## src/rtl/evq_pkg.sv

```systemverilog
package evq_pkg;
  localparam int unsigned EVQ_SZ_BIAS = 10;
  typedef enum logic [0:0] { ST_IDLE = 1'b0, ST_WRITE = 1'b1 } evq_state_e;
endpackage

```

## src/rtl/evq_entry_fmt.sv

```systemverilog
module evq_entry_fmt #(
  parameter int unsigned DW = 32
) (
  input  logic          gen,
  input  logic [DW-1:0] data,
  output logic [DW-1:0] bus_word
);
  localparam int unsigned NB = DW / 8;
  logic [DW-1:0] entry;

  assign entry = {gen, data[DW-2:0]};

  // first byte in memory is the entry's top byte
  for (genvar b = 0; b < NB; b++) begin : g_lane
    assign bus_word[8*b +: 8] = entry[8*(NB-1-b) +: 8];
  end
endmodule

```

## src/rtl/evq_index_step.sv

```systemverilog
module evq_index_step
  import evq_pkg::*;
#(
  parameter int unsigned IDXW = 15,
  parameter int unsigned SZW  = 3
) (
  input  logic [SZW-1:0]  size,
  input  logic [IDXW-1:0] idx,
  input  logic            gen,
  input  logic            flip,
  output logic [IDXW-1:0] idx_masked,
  output logic [IDXW-1:0] idx_next,
  output logic            gen_next,
  output logic            flip_next
);
  logic [IDXW-1:0] mask;
  logic [IDXW:0]   sum;
  logic            wrap;

  for (genvar i = 0; i < IDXW; i++) begin : g_mask
    assign mask[i] = (32'(size) + 32'(EVQ_SZ_BIAS)) > 32'(i);
  end

  assign idx_masked = idx & mask;
  assign sum        = {1'b0, idx_masked} + {{IDXW{1'b0}}, 1'b1};
  assign idx_next   = sum[IDXW-1:0] & mask;
  assign wrap       = (idx_next == '0);
  assign gen_next   = wrap ? ~gen : gen;
  assign flip_next  = wrap ? ~gen : flip;
endmodule

```

## src/rtl/evq_ctrl.sv

```systemverilog
module evq_ctrl
  import evq_pkg::*;
#(
  parameter int unsigned AW       = 32,
  parameter int unsigned DW       = 32,
  parameter int unsigned IDXW     = 15,
  parameter int unsigned SZW      = 3,
  parameter int unsigned MAX_SIZE = 5
) (
  input  logic            clk,
  input  logic            rst_n,
  input  logic            req_valid,
  output logic            req_ready,
  input  logic [DW-1:0]   req_data,
  input  logic [AW-1:0]   desc_base,
  input  logic [SZW-1:0]  desc_size,
  input  logic [IDXW-1:0] desc_idx,
  input  logic            desc_gen,
  input  logic            desc_flip,
  output logic            busy,
  output logic            mem_req,
  input  logic            mem_ack,
  input  logic            mem_err,
  output logic [DW-1:0]   cap_data,
  output logic [AW-1:0]   cap_base,
  output logic [SZW-1:0]  cap_size,
  output logic [IDXW-1:0] cap_idx,
  output logic            cap_gen,
  output logic            cap_flip,
  input  logic [IDXW-1:0] step_idx,
  input  logic            step_gen,
  input  logic            step_flip,
  output logic            upd_valid,
  output logic            upd_ok,
  output logic [IDXW-1:0] upd_idx,
  output logic            upd_gen,
  output logic            upd_flip,
  output logic            cfg_err
);
  evq_state_e state_q, state_d;
  logic cap_en, upd_en, err_d, size_ok;
  logic upd_ok_d, upd_gen_d, upd_flip_d;
  logic [IDXW-1:0] upd_idx_d;

  assign size_ok   = 32'(desc_size) <= 32'(MAX_SIZE);
  assign req_ready = (state_q == ST_IDLE);
  assign busy      = (state_q == ST_WRITE);
  assign mem_req   = (state_q == ST_WRITE);

  always_comb begin
    state_d = state_q;
    cap_en  = 1'b0;
    upd_en  = 1'b0;
    err_d   = 1'b0;
    unique case (state_q)
      ST_IDLE: begin
        if (req_valid) begin
          if (size_ok) begin
            cap_en  = 1'b1;
            state_d = ST_WRITE;
          end else begin
            err_d = 1'b1;
          end
        end
      end
      ST_WRITE: begin
        if (mem_ack) begin
          upd_en  = 1'b1;
          state_d = ST_IDLE;
        end
      end
      default: state_d = ST_IDLE;
    endcase
  end

  always_comb begin
    upd_ok_d   = ~mem_err;
    upd_idx_d  = mem_err ? cap_idx  : step_idx;
    upd_gen_d  = mem_err ? cap_gen  : step_gen;
    upd_flip_d = mem_err ? cap_flip : step_flip;
  end

  always_ff @(posedge clk or negedge rst_n) begin
    if (!rst_n) begin
      state_q   <= ST_IDLE;
      upd_valid <= 1'b0;
      cfg_err   <= 1'b0;
    end else begin
      state_q   <= state_d;
      upd_valid <= upd_en;
      cfg_err   <= err_d;
    end
  end

  always_ff @(posedge clk or negedge rst_n) begin
    if (!rst_n) begin
      cap_data <= '0;
      cap_base <= '0;
      cap_size <= '0;
      cap_idx  <= '0;
      cap_gen  <= 1'b0;
      cap_flip <= 1'b0;
    end else if (cap_en) begin
      cap_data <= req_data;
      cap_base <= desc_base;
      cap_size <= desc_size;
      cap_idx  <= desc_idx;
      cap_gen  <= desc_gen;
      cap_flip <= desc_flip;
    end
  end

  always_ff @(posedge clk or negedge rst_n) begin
    if (!rst_n) begin
      upd_ok   <= 1'b0;
      upd_idx  <= '0;
      upd_gen  <= 1'b0;
      upd_flip <= 1'b0;
    end else if (upd_en) begin
      upd_ok   <= upd_ok_d;
      upd_idx  <= upd_idx_d;
      upd_gen  <= upd_gen_d;
      upd_flip <= upd_flip_d;
    end
  end

  p_busy_from_accept_r8: assert property (@(posedge clk) disable iff (!rst_n)
    $rose(busy) |-> $past(req_valid));
  p_reject_quiet_r7: assert property (@(posedge clk) disable iff (!rst_n)
    cfg_err |-> (!mem_req && !upd_valid));
  p_err_keeps_idx_r6: assert property (@(posedge clk) disable iff (!rst_n)
    (upd_valid && !upd_ok) |-> (upd_idx == cap_idx && upd_gen == cap_gen));
endmodule

```

## src/rtl/evq_writer.sv

```systemverilog
module evq_writer
  import evq_pkg::*;
#(
  parameter int unsigned AW       = 32,
  parameter int unsigned DW       = 32,
  parameter int unsigned SZW      = 3,
  parameter int unsigned MAX_SIZE = 5,
  parameter int unsigned IDXW     = MAX_SIZE + EVQ_SZ_BIAS
) (
  input  logic            clk,
  input  logic            rst_n,
  input  logic            req_valid,
  output logic            req_ready,
  input  logic [DW-1:0]   req_data,
  input  logic [AW-1:0]   desc_base,
  input  logic [SZW-1:0]  desc_size,
  input  logic [IDXW-1:0] desc_idx,
  input  logic            desc_gen,
  input  logic            desc_flip,
  output logic            busy,
  output logic            mem_req,
  output logic [AW-1:0]   mem_addr,
  output logic [DW-1:0]   mem_wdata,
  input  logic            mem_ack,
  input  logic            mem_err,
  output logic            upd_valid,
  output logic            upd_ok,
  output logic [IDXW-1:0] upd_idx,
  output logic            upd_gen,
  output logic            upd_flip,
  output logic            cfg_err
);
  localparam int unsigned SLOT_SH = $clog2(DW / 8);

  logic [1:0] rst_pipe;
  logic       rst_sn;
  logic [DW-1:0]   cap_data;
  logic [AW-1:0]   cap_base;
  logic [SZW-1:0]  cap_size;
  logic [IDXW-1:0] cap_idx, idx_masked, step_idx;
  logic            cap_gen, cap_flip, step_gen, step_flip;

  // asynchronous assertion, synchronous release
  always_ff @(posedge clk or negedge rst_n) begin
    if (!rst_n) rst_pipe <= 2'b00;
    else        rst_pipe <= {rst_pipe[0], 1'b1};
  end
  assign rst_sn = rst_pipe[1];

  evq_ctrl #(.AW(AW), .DW(DW), .IDXW(IDXW), .SZW(SZW), .MAX_SIZE(MAX_SIZE)) u_ctrl (
    .clk(clk), .rst_n(rst_sn),
    .req_valid(req_valid), .req_ready(req_ready), .req_data(req_data),
    .desc_base(desc_base), .desc_size(desc_size), .desc_idx(desc_idx),
    .desc_gen(desc_gen), .desc_flip(desc_flip),
    .busy(busy), .mem_req(mem_req), .mem_ack(mem_ack), .mem_err(mem_err),
    .cap_data(cap_data), .cap_base(cap_base), .cap_size(cap_size),
    .cap_idx(cap_idx), .cap_gen(cap_gen), .cap_flip(cap_flip),
    .step_idx(step_idx), .step_gen(step_gen), .step_flip(step_flip),
    .upd_valid(upd_valid), .upd_ok(upd_ok), .upd_idx(upd_idx),
    .upd_gen(upd_gen), .upd_flip(upd_flip), .cfg_err(cfg_err)
  );

  evq_index_step #(.IDXW(IDXW), .SZW(SZW)) u_step (
    .size(cap_size), .idx(cap_idx), .gen(cap_gen), .flip(cap_flip),
    .idx_masked(idx_masked), .idx_next(step_idx),
    .gen_next(step_gen), .flip_next(step_flip)
  );

  evq_entry_fmt #(.DW(DW)) u_fmt (
    .gen(cap_gen), .data(cap_data), .bus_word(mem_wdata)
  );

  assign mem_addr = cap_base + (AW'(idx_masked) << SLOT_SH);

  p_hold_r8: assert property (@(posedge clk) disable iff (!rst_sn)
    (mem_req && !mem_ack) |=> (mem_req && $stable(mem_addr) && $stable(mem_wdata)));
  p_upd_after_ack_r4: assert property (@(posedge clk) disable iff (!rst_sn)
    upd_valid |-> $past(mem_req && mem_ack));
  p_wrap_flag_r5: assert property (@(posedge clk) disable iff (!rst_sn)
    (upd_valid && upd_ok && upd_idx == '0) |-> (upd_flip == upd_gen));
  p_no_req_on_update_r4: assert property (@(posedge clk) disable iff (!rst_sn)
    upd_valid |-> !mem_req);
endmodule

```

## config.mk

```make
export PLATFORM = sky130hd
export DESIGN_NAME = evq_writer
export DESIGN_NICKNAME = d
export VERILOG_FILES = /design/src/rtl/evq_pkg.sv /design/src/rtl/evq_entry_fmt.sv /design/src/rtl/evq_index_step.sv /design/src/rtl/evq_ctrl.sv /design/src/rtl/evq_writer.sv
export SDC_FILE = /design/constraint.sdc
export NUM_CORES = 1
export LEC_CHECK = 0
export BUFFER_PORTS_ARGS = -buffer_cell sky130_fd_sc_hd__buf_4
export CAP_MARGIN = 20
export CORE_UTILIZATION = 56
export DETAILED_ROUTE_END_ITERATION = 7
export GPL_ROUTABILITY_DRIVEN = 0
export PLACE_DENSITY = 0.82
export REMOVE_ABC_BUFFERS = 1
export SLEW_MARGIN = 20
export SYNTH_ARGS = -nofsm -noshare
export SYNTH_HDL_FRONTEND = slang
export SYNTH_SLANG_ARGS = --single-unit
```

## constraint.sdc

```tcl
create_clock -name clk -period 9.1 [get_ports clk]
set_input_delay 0.455 -clock clk [delete_from_list [all_inputs] [get_ports clk]]
set_output_delay 0.455 -clock clk [all_outputs]
set_load 0.03 [all_outputs]
```

# == Word level (Yosys, flattened, before mapping) ==
# Cells that the tools add are included.
# classes
addsub,3
n_lt_le_gt_ge,16
n_mux,15
n_bitwise,5
reduce_logical,1
# ops
operator,n
$gt A32 B4 Y1 const B,7
$gt A32 B3 Y1 const B,4
$gt A32 B2 Y1 const B,2
$add A32 B17 Y32,1
$gt A32 B1 Y1 const B,1
$and A15 B15 Y15,2
$add A15 B1 Y15 const B,1
$logic_not A15 Y1,1
$mux W15,1
$mux W1,13
$add A3 B4 Y5 const B,1
$gt A5 B1 Y1 const B,1
$le A3 B3 Y1 const B,1
$not A1 Y1,3
$pmux W1 S2,1
# word_totals
reg_bits,106
in_bits,89
out_inout_bits,87
word_cells,54

# == Logic depth before layout (Yosys ltp) ==
# Gate-level depths: netlist of run 1.
# depth
ltp_word,8
depth_mapped,14
ltp_nobuf,13

# == Modules after synthesis ==
# From an unflattened synthesis of run 1, not the netlist that was laid out.
# hier_totals
cells_unflattened,583
area_unflattened_um2,6643.9
# by_module_without_submodules
module,instances,cells_per_inst,area_per_inst_um2,seq_area_each_um2
evq_ctrl,1,267,4406.7,2627.5
evq_writer,1,180,1312.5,50.0
evq_index_step,1,104,684.4,0.0
evq_entry_fmt,1,32,240.2,0.0

# == Worst setup path before layout of run 1 ==
# Ideal clock, no wire load.
# synth_timing
path_type,flip-flop to output port
from,register u_ctrl.cap_size[1]
to,output port mem_addr[31]
t_arrival_ps,3457
required_time_ps,8645
path_slack_ps,5188
path_stages_with_launch,15
n_path_buf,1
cell_sequence,dfrtp_1 ha_1 nand2b_1 buf_2 o21ai_0 inv_1 ha_1 a21oi_1 nand4b_1 a21oi_1 o22ai_1 o31ai_1 and2_1 nand4_1 xnor2_1
# synth_between
elab_chain_len,4
word_cells_on_any_way,18
cone_classes,add/sub (2); order compare (15); bitwise (1)
# synth_lines
element,line,rtl
start: declaration,evq_ctrl.sv:26,"output logic [SZW-1:0] cap_size,"
start signal: assignment,evq_ctrl.sv:106,cap_size <= desc_size;
$add A3 B4 Y5 (*),evq_index_step.sv:21,assign mask[i] = (32'(size) + 32'(EVQ_SZ_BIAS)) > 32'(i);
$gt A32 B1 Y1 (tied with other cells),evq_index_step.sv:21,
$and A15 B15 Y15 (*),evq_index_step.sv:24,assign idx_masked = idx & mask;
$add A32 B17 Y32 (*),evq_writer.sv:73,assign mem_addr = cap_base + (AW'(idx_masked) << SLOT_SH);
end: declaration,evq_writer.sv:22,"output logic [AW-1:0] mem_addr,"
# Every way passes the cells marked *; elsewhere a longest branch is shown, timed or not.

# == Final worst setup path of run 1 ==
# Ends and elaborated chain as after synthesis.

==> results of run 1 <==
[worst paths after layout]
| check | from | endpoint | slack, ps |
|---|---|---|---|
| setup reg to reg | u_ctrl.cap_size[1] | u_ctrl.upd_flip | 6010 |
| setup / recovery | u_ctrl.cap_size[1] | mem_addr[31] | 4270 |
| min in group asynchronous | rst_pipe[1] | u_ctrl.cap_data[11] | 370 |
| hold reg to reg | rst_pipe[1] | u_ctrl.cap_data[11] | 370 |
| max in group asynchronous | rst_pipe[1] | u_ctrl.upd_idx[13] | 7590 |
| hold / removal | mem_ack | u_ctrl.busy | 270 |
[flip-flops by register name, summed over array words and instances (netlist names)]
signal / count
u_ctrl.cap_size: 3
u_ctrl.upd_gen: 1
u_ctrl.upd_flip: 1
u_ctrl.upd_idx: 15
u_ctrl.cap_gen: 1
u_ctrl.busy: 1
rst_pipe: 2
u_ctrl.cap_base: 32
u_ctrl.cap_data: 31
u_ctrl.upd_ok: 1
u_ctrl.cfg_err: 1
u_ctrl.cap_idx: 15
u_ctrl.cap_flip: 1
u_ctrl.upd_valid: 1
[cell type report]
cell class	count	area, sq um
Tap cell	133	166
Inverter	19	71.3
Clock inverter	6	80.1
Clock buffer	10	138
Sequential cell	106	2660
Timing Repair Buffer	177	1330
Multi-Input combinational cell	372	2830
Fill cell	703	2510
[per-stage QoR]
| step | cells | worst slack, ps | cell area [sq um] | util | power [W] |
|---|---|---|---|---|---|
| 3_3_place_gp | 806 | 4840 | 7040 | 0.720 | 0.00180 |
| 6_report | 823 | 4270 | 7270 | 0.744 | 0.00214 |
| 3_5_place_dp | 806 | 4700 | 7040 | 0.720 | 0.00184 |
| 2_1_floorplan | 497 | 5210 | 5540 | - | 0.00145 |
| 4_1_cts | 823 | 4280 | 7270 | 0.744 | 0.00215 |
| 5_1_grt | 823 | 3940 | 7270 | 0.744 | 0.00227 |
[layer usage]
layer / vias up / track usage
li1: 2146 / -
met1: 2138 / 0.307
met2: 123 / 0.412
met3: 17 / 0.0434
met4: 0 / 0.0813
met5: - / 0
[synth_stat cells (7+ instances only)]
| master | number |
|---|---|
| nand4_1 | 7 |
| xnor2_1 | 23 |
| xor2_1 | 13 |
| nor2_1 | 26 |
| clkbuf_1 | 13 |
| mux2_2 | 82 |
| inv_1 | 17 |
| nand3_1 | 10 |
| o21ai_0 | 26 |
| a21oi_1 | 26 |
| ha_1 | 22 |
| nand2_1 | 55 |
| dfrtp_1 | 106 |
| nor2b_1 | 7 |
[where the power goes]
| group | switching, W | internal (W) | total, W |
|---|---|---|---|
| logic | 0.000664 | 0.000466 | 0.00113 |
| registers | 0.000107 | 0.000590 | 0.000697 |
| clock network | 0.000175 | 0.000142 | 0.000316 |
[critical path, stage by stage, from the launching register on]
cell      delay, ps
dfrtp_1         480
ha_1            290
nand2b_1        290
o21ai_0         500
inv_1           100
ha_1            290
a21oi_1          80
nand4b_1        200
a21oi_1         200
o22ai_1         180
o31ai_1         570
and2_1          330
nand4_1         150
xnor2_1         160
buf_4           180
[cells by family after synthesis]
kind of cell / Yosys count / share of synthesized area
compound gates: 80 / 0.0850
xor+xnor: 36 / 0.0556
fa+ha+maj: 23 / 0.0521
buf+inv: 42 / 0.0355
flops: 106 / 0.468
mux: 87 / 0.172
other cells: 1 / 0.000662
simple gates: 145 / 0.131
==> impl_metrics.csv, run 1 <==
group,metric,value,unit
status,status,"finished clean",
drt,ant_nets,0,
sta,holdWs,265,ps
sta,final-setup-viol-count,0,
synth,yosysWarnings,0,
floorplan,ios,176,
floorplan,coreArea,9770,sq um
drt,wl_per_cell,15.4,um
sta,finalHoldViolations,0,
grt,grt_pass1_vias,4220,
synth,async_flop_share,1.00,
hold_path,min_path_type,"in2reg",
drt,vias_per_cell,5.38,
grt,grt_remaining_overflow,0,
cts,path_clk_slew,100,ps
drt,route.met3.wl,581,um
synth,synth_top_area_frac,0.468,
place,detailed_place_hpwl,9640,um
critical_path,start_kind,"register",
sta,rsz0062_at_grt,"no",
flow_run,maxCapViolCount,0,
grt,antenna_found_initial,0,
cts,root_buffer,"clkbuf_8",
floorplan,die_h,103,um
drt,wl,12700,um
floorplan,num_rows,36,
drt,top_layer,"met4",
drt,dr_total_vias,4424,
sta,fin_crit,4830,ps
sta,max_freq,207,MHz
final_layout,syn_to_final_growth,28.3,%
final_layout,finish.net_count,797,
critical_path,reg2reg_depth,9,
power,ir_worst_vdd,0.000210,V
critical_path,arrival,4380,ps
cts,cts.path.max_buffers,2,
sta,min_period_over_period,0.531,
grt,grt_util_all_layers,0.240,
cts,cts_resized,0,
sta,fin_worst_skew,14.2,ps
synth,synthesis.area,5670,sq um
drt,met1_length,5380,um
synth,seq_area_frac_synth,0.468,
power,power_density,295,nW/um^2
grt,grt_pass1_wl,19500,um
drt,drt-pass1-iter-count,4,
floorplan,initial_utilization,0.580,
final_layout,final_cell_mix,"176 x buf_4, 105 x dfrtp_1, 82 x mux2_2, 55 x nand2_1",
sta,worstMarginPinSlew,849,ps
cts,clock_sinks,106,
hold_path,hold_depth,2,
critical_path,end_kind,"primary output",
final_layout,layout_commonest_cell,"buf_4",
cts,cts_setup_buffers,0,
drt,wl_met2,6550,um
drt,drcViolationCount,0,
floorplan,dieArea,10500,sq um
cts,cts_tree,"yes",
synth,synth_edf_count,0,
sta,relSlewSlack,0.433,
sta,tns,0,ps
synth,ys_seq_elements,106,
synth,synth_flop_cell,"dfrtp_1",
critical_path,cp_data_required_time,8650,ps
critical_path,criticalPathCategory,"reg2out",
critical_path,worst-path-max-fanout,9,
final_layout,drive_above_1_share,0.414,
synth,synth_top_cell_by_area,"dfrtp_1",
grt,grt_max_degree,62,
synth,synthTopCellsByArea,"dfrtp_1 47%, mux2_2 16%, ha_1 4.9%, nand2_1 3.6%, xnor2_1 3.6%",
cts,cts_hold_buf,1,
synth,synth_cell_types,55,
cts,cts_buffers,9,
drt,drt_iter0_markers,202,
sta,slew_viol_final,0,
synth,syn_inst,520,
final_layout,n_antenna_cell,0,
cts,h-tree-depth,3,
power,power.leakage,3.38,nW
place,port-buffer-count,174,
synth,synth_area_per_cell,10.9,sq um
cts,clock_latency,380,ps
floorplan,die_w,103,um
Note: power is estimated with default switching activity, not from simulation.
==> inputs of run 2 (changes only) <==
--- a/config.mk
+++ b/config.mk
@@ -7,10 +7,10 @@
 export LEC_CHECK = 0
 export BUFFER_PORTS_ARGS = -buffer_cell sky130_fd_sc_hd__buf_4
 export CAP_MARGIN = 20
-export CORE_UTILIZATION = 56
+export CORE_UTILIZATION = 52
 export DETAILED_ROUTE_END_ITERATION = 7
 export GPL_ROUTABILITY_DRIVEN = 0
-export PLACE_DENSITY = 0.82
+export PLACE_DENSITY = 0.77
 export REMOVE_ABC_BUFFERS = 1
 export SLEW_MARGIN = 20
 export SYNTH_ARGS = -nofsm -noshare
==> constraint.sdc (replaced) <==
create_clock -name clk -period 4.6 [get_ports clk]
set_input_delay 0.23 -clock clk [delete_from_list [all_inputs] [get_ports clk]]
set_output_delay 0.23 -clock clk [all_outputs]
set_load 0.03 [all_outputs]
==> run 2 against run 1 <==
  * Clock-buffer cell count rose by 1
  * Wire length rose by 3.8%
  * Flip-flop and latch count did not move
  * Design area fell by 0.22%
  * Critical endpoint unchanged
  * Worst hold slack got worse by 240 ps
  * Largest power group unchanged
==> impl_metrics.csv, run 2 (synthesized netlist as in run 1, its figures left out) <==
group,metric,value,unit
status,status,"finished clean",
final_layout,final_cell_mix,"178 x buf_4, 105 x dfrtp_1, 82 x mux2_2, 55 x nand2_1",
place,detailed_place_hpwl,9880,um
power,power.leakage,3.37,nW
sta,tns,0,ps
sta,fin_crit,4340,ps
sta,worstMarginPinSlew,896,ps
critical_path,cp_top_family,"compound AO/OA/AOI/OAI gates",
final_layout,finish.net_count,799,
grt,grt_max_degree,71,
final_layout,largest_reg_flops,32,
sta,worst_slack,263,ps
critical_path,cp_data_required_time,4370,ps
final_layout,final_util,0.693,
final_layout,reg.largest.list,"u_ctrl.cap_base: 32 flops, u_ctrl.cap_data: 31 flops",
sta,finalHoldViolations,0,
cts,h-tree-depth,3,
sta,holdWs,28.3,ps
sta,min_period_over_period,0.943,
sta,relSlewSlack,0.403,
critical_path,criticalPathCategory,"reg2out",
power,power,0.00417,W
final_layout,layout_commonest_cell,"buf_4",
hold_path,min_path_type,"in2reg",
grt,grt_pass1_wl,21300,um
drt,drcViolationCount,0,
grt,grt_util_all_layers,0.242,
sta,fin_worst_skew,13.3,ps
cts,cts_tree,"yes",
cts,clock_latency,390,ps
sta,rsz0062_at_grt,"no",
floorplan,num_rows,37,
final_layout,drive_above_1_share,0.416,
critical_path,cp_slowest_cell,"dfrtp_1",
floorplan,coreArea,10500,sq um
cts,clock_sinks,106,
critical_path,end_kind,"primary output",
cts,cts_setup_buffers,0,
grt,grt_pass1_vias,4454,
floorplan,dieArea,11300,sq um
floorplan,die_h,106,um
power,ir_worst_vdd,0.000445,V
floorplan,die_w,106,um
cts,cts.path.max_buffers,2,
cts,root_buffer,"clkbuf_8",
drt,wl,13200,um
final_layout,syn_to_final_growth,28.0,%
sta,max_freq,231,MHz
place,port-buffer-count,174,
drt,ant_nets,0,
grt,antenna_found_initial,0,
cts,cts_buffers,9,
sta,slew_viol_final,0,
grt,grt_remaining_overflow,0,
flow_run,maxCapViolCount,0,
sta,final-setup-viol-count,0,
critical_path,start_kind,"register",
critical_path,arrival,4110,ps
drt,drt-pass1-iter-count,5,
critical_path,cp_num_buf_inv,3,
floorplan,ios,176,
critical_path,cp_cell_sequence,"ha_1 > nand2b_2 > o21ai_0 > inv_1 > ha_1 > a21oi_1 > nand4b_1 > a21oi_1 > o22ai_1 > o31ai_1 > buf_4 > and2_1 > nand4_1 > xnor2_1 > buf_4",
drt,wl_per_cell,15.9,um
drt,vias_per_cell,5.40,
final_layout,n_antenna_cell,0,
floorplan,initial_utilization,0.542,
critical_path,worst-path-max-fanout,9,
drt,drt_iter0_markers,248,
final_layout,regMostFlops,"u_ctrl.cap_base",
drt,dr_total_vias,4469,
place,pre_cts_ws,678,ps
cts,path_clk_slew,90,ps
critical_path,critical_path.max_stage_delay,480,ps
power,power_density,575,nW/um^2
## run 2: cell count changes in the layout (fill, tap and decap cells not counted)
cell / delta
nand2b_2: +1
nand2b_1: -1
buf_4: +2
clkinv_2: +1
inv_8: -3
clkinv_4: +2
clkbuf_1: +1
bufinv_16: -1
## run 2: stage by stage
| step | std cells | area, sq um |
|---|---|---|
| floorplan | 497 | 5540 |
| detailed placement | 811 | 7060 |
| global placement | 811 | 7060 |
| global route | 828 | 7250 |
| CTS | 828 | 7250 |
| finish | 828 | 7250 |
## run 2: layer usage
metal,wire [um],global-route usage
met1,5510,0.298
met5,0,0
met3,691,0.0558
met2,6740,0.420
met4,252,0.0784
## run 2: path summary, 6_finish.rpt
path | startpoint | end | slack, ps | cells after the start
max in group asynchronous | rst_pipe[1] | u_ctrl.cap_base[9] | 3120 | 1
min | mem_ack | u_ctrl.busy | 30 | 2
min in group asynchronous | rst_n | rst_pipe[1] | 140 | 2
min reg2reg | rst_pipe[0] | rst_pipe[1] | 380 | 0
max reg2reg | u_ctrl.cap_size[1] | u_ctrl.upd_flip | 1530 | 9
max | u_ctrl.cap_size[1] | mem_addr[31] | 260 | 15
## run 2: where the power goes
group	switching [W]	leakage, nW	internal, W
Sequential	0.000215	1.26	0.00117
Combinational	0.00132	2.03	0.000929
Clock	0.000321	0.0899	0.000215
## run 2: cell type report
type / count / area (sq um)
timing repair buffer: 179 / 1350
tap: 136 / 170
sequential: 106 / 2660
fill: 833 / 3210
multi-input combinational: 372 / 2830
clock inverter: 5 / 38.8
inverter: 19 / 71.3
clock buffer: 11 / 141
## run 2: repair_timing
action	in CTS	in global routing
endpoints found under the setup margin	0	5
hold buffers	1	0
resized for setup	0	1
endpoints found under the hold margin	2	0
==> inputs of run 3 (changes only) <==
==> constraint.sdc (replaced) <==
create_clock -name clk -period 4.6 [get_ports clk]
set_input_delay 0.69 -clock clk [delete_from_list [all_inputs] [get_ports clk]]
set_output_delay 0.69 -clock clk [all_outputs]
set_load 0.03 [all_outputs]
==> run 3 against run 2 <==
  * Worst setup slack worse by 61 ps
  * Via count is 0.34% higher
  * Power is 2.0% higher
  * Combinational power hardly changed
  * Critical path type unchanged
  * Highest routed layer unchanged
==> impl_metrics.csv, run 3 (synthesized netlist as in run 1, its figures left out) <==
group,metric,value,unit
cts,root_buffer,"clkbuf_8",
floorplan,num_rows,37,
critical_path,critical_path.max_stage_delay,470,ps
critical_path,cp_cell_sequence,"ha_1 > nand2b_1 > buf_4 > and3_1 > ha_2 > nand3_1 > nor2_1 > o21ai_0 > a31o_2 > a31oi_2 > nand2_2 > nor2_1 > xor2_1 > buf_4",
cts,cts_buffers,9,
grt,grt_pass1_vias,4532,
final_layout,syn_to_final_growth,28.8,%
flow_run,maxCapViolCount,0,
cts,cts_tree,"yes",
sta,fin_crit,4400,ps
floorplan,dieArea,11300,sq um
final_layout,drive_above_1_share,0.428,
place,detailed_place_hpwl,10000,um
drt,drt-pass1-iter-count,4,
place,port-buffer-count,174,
grt,antenna_found_initial,0,
final_layout,regMostFlops,"u_ctrl.cap_base",
final_layout,final_cell_mix,"179 x buf_4, 104 x dfrtp_1, 82 x mux2_2, 54 x nand2_1, 26 x nor2_1",
drt,wl_per_cell,16.1,um
final_layout,layout_commonest_cell,"buf_4",
cts,cts_hold_buf,0,
sta,max_freq,227,MHz
critical_path,arrival,3710,ps
power,power.leakage,3.39,nW
drt,drcViolationCount,0,
final_layout,finish.net_count,799,
critical_path,cp_slowest_cell,"dfrtp_2",
sta,slew_viol_final,0,
drt,drt_iter0_markers,254,
cts,path_clk_slew,100,ps
power,power_density,583,nW/um^2
cts,cts.path.max_buffers,2,
sta,tns,0,ps
final_layout,n_antenna_cell,0,
sta,min_period_over_period,0.956,
grt,grt_pass1_wl,21400,um
critical_path,cp_top_family,"simple AND/OR/NAND/NOR gates",
cts,clock_latency,380,ps
drt,wl,13300,um
sta,fin_worst_skew,9.77,ps
final_layout,reg.largest.list,"u_ctrl.cap_base: 32 flops, u_ctrl.cap_data: 31 flops",
critical_path,cp_data_required_time,3910,ps
sta,rsz0062_at_grt,"no",
floorplan,die_h,106,um
sta,finalHoldViolations,0,
critical_path,cp_num_buf_inv,2,
sta,worstMarginPinSlew,871,ps
critical_path,worst-path-max-fanout,8,
final_layout,largest_reg_flops,32,
cts,h-tree-depth,3,
critical_path,start_kind,"register",
sta,final-setup-viol-count,0,
drt,vias_per_cell,5.42,
status,status,"finished clean",
grt,grt_remaining_overflow,0,
hold_path,min_path_type,"in2async",
critical_path,end_kind,"primary output",
grt,grt_util_all_layers,0.244,
floorplan,ios,176,
floorplan,die_w,106,um
grt,grt_max_degree,69,
sta,relSlewSlack,0.420,
drt,ant_nets,0,
sta,holdWs,66.9,ps
cts,clock_sinks,106,
power,ir_worst_vdd,0.000487,V
critical_path,criticalPathCategory,"reg2out",
drt,dr_total_vias,4484,
power,power,0.00425,W
floorplan,coreArea,10500,sq um
floorplan,initial_utilization,0.542,
==> run 3: timing repair <==
action / 4_1_cts / 5_1_grt
gates resized for setup: 1 / 9
pin swaps: 0 / 2
setup endpoints to repair: 6 / 9
buffers inserted: 0 / 0
==> run 3: stage by stage <==
| step | std cells | util | instance area (sq um) | worst slack (ps) |
|---|---|---|---|---|
| 6_report | 828 | 0.698 | 7300 | 202 |
| 3_3_place_gp | 812 | 0.675 | 7070 | 417 |
| 2_1_floorplan | 497 | - | 5540 | 477 |
| 4_1_cts | 828 | 0.695 | 7270 | 28.3 |
| 3_5_place_dp | 812 | 0.675 | 7070 | 377 |
| 5_1_grt | 828 | 0.698 | 7300 | 16.3 |
==> run 3: final timing paths <==
check | start | to | slack, ps | cells past startpoint
worst max-delay path | u_ctrl.cap_size[1] | mem_addr[26] | 200 | 14
worst min-delay path | rst_n | rst_pipe[1] | 70 | 1
worst max register to register | u_ctrl.cap_size[1] | u_ctrl.upd_flip | 1530 | 10
worst min register to register | rst_pipe[0] | rst_pipe[1] | 370 | 0
max in group asynchronous | rst_pipe[1] | u_ctrl.cap_data[7] | 3110 | 1
min in group clk | rst_pipe[0] | rst_pipe[1] | 370 | 0
==> run 3: layout make-up <==
type	instances	area [sq um]
clock buffer	11	141
clock inverter	5	61.3
fill	798	3160
inverter	19	71.3
multi-input combinational	372	2860
sequential	106	2660
tap	136	170
timing repair buffer	179	1340
==> run 3: per-layer routing <==
layer,vias to the layer above,share of wire,global-route usage
li1,2150,-,-
met2,117,0.53,0.426
met3,22,0.049,0.0613
met5,-,0,0
met4,0,0.021,0.0823
met1,2195,0.40,0.292
==> run 3: power by group <==
group          switching (W)  total (W)  leakage [nW]  internal [W]
combinational        0.00133    0.00227          2.03      0.000939
sequential          0.000216    0.00138          1.25       0.00117
clock               0.000327   0.000599         0.105      0.000272
==> run 3: worst register-to-register path: stages, from the launching register on <==
cell       delay, ps
dfrtp_2          450
ha_1             290
nand2b_1         180
buf_4            160
and3_1           300
nand4_1          240
nor3_1           380
xor2_1           170
a2111oi_4        480
mux2i_1          230
o21ai_1           80
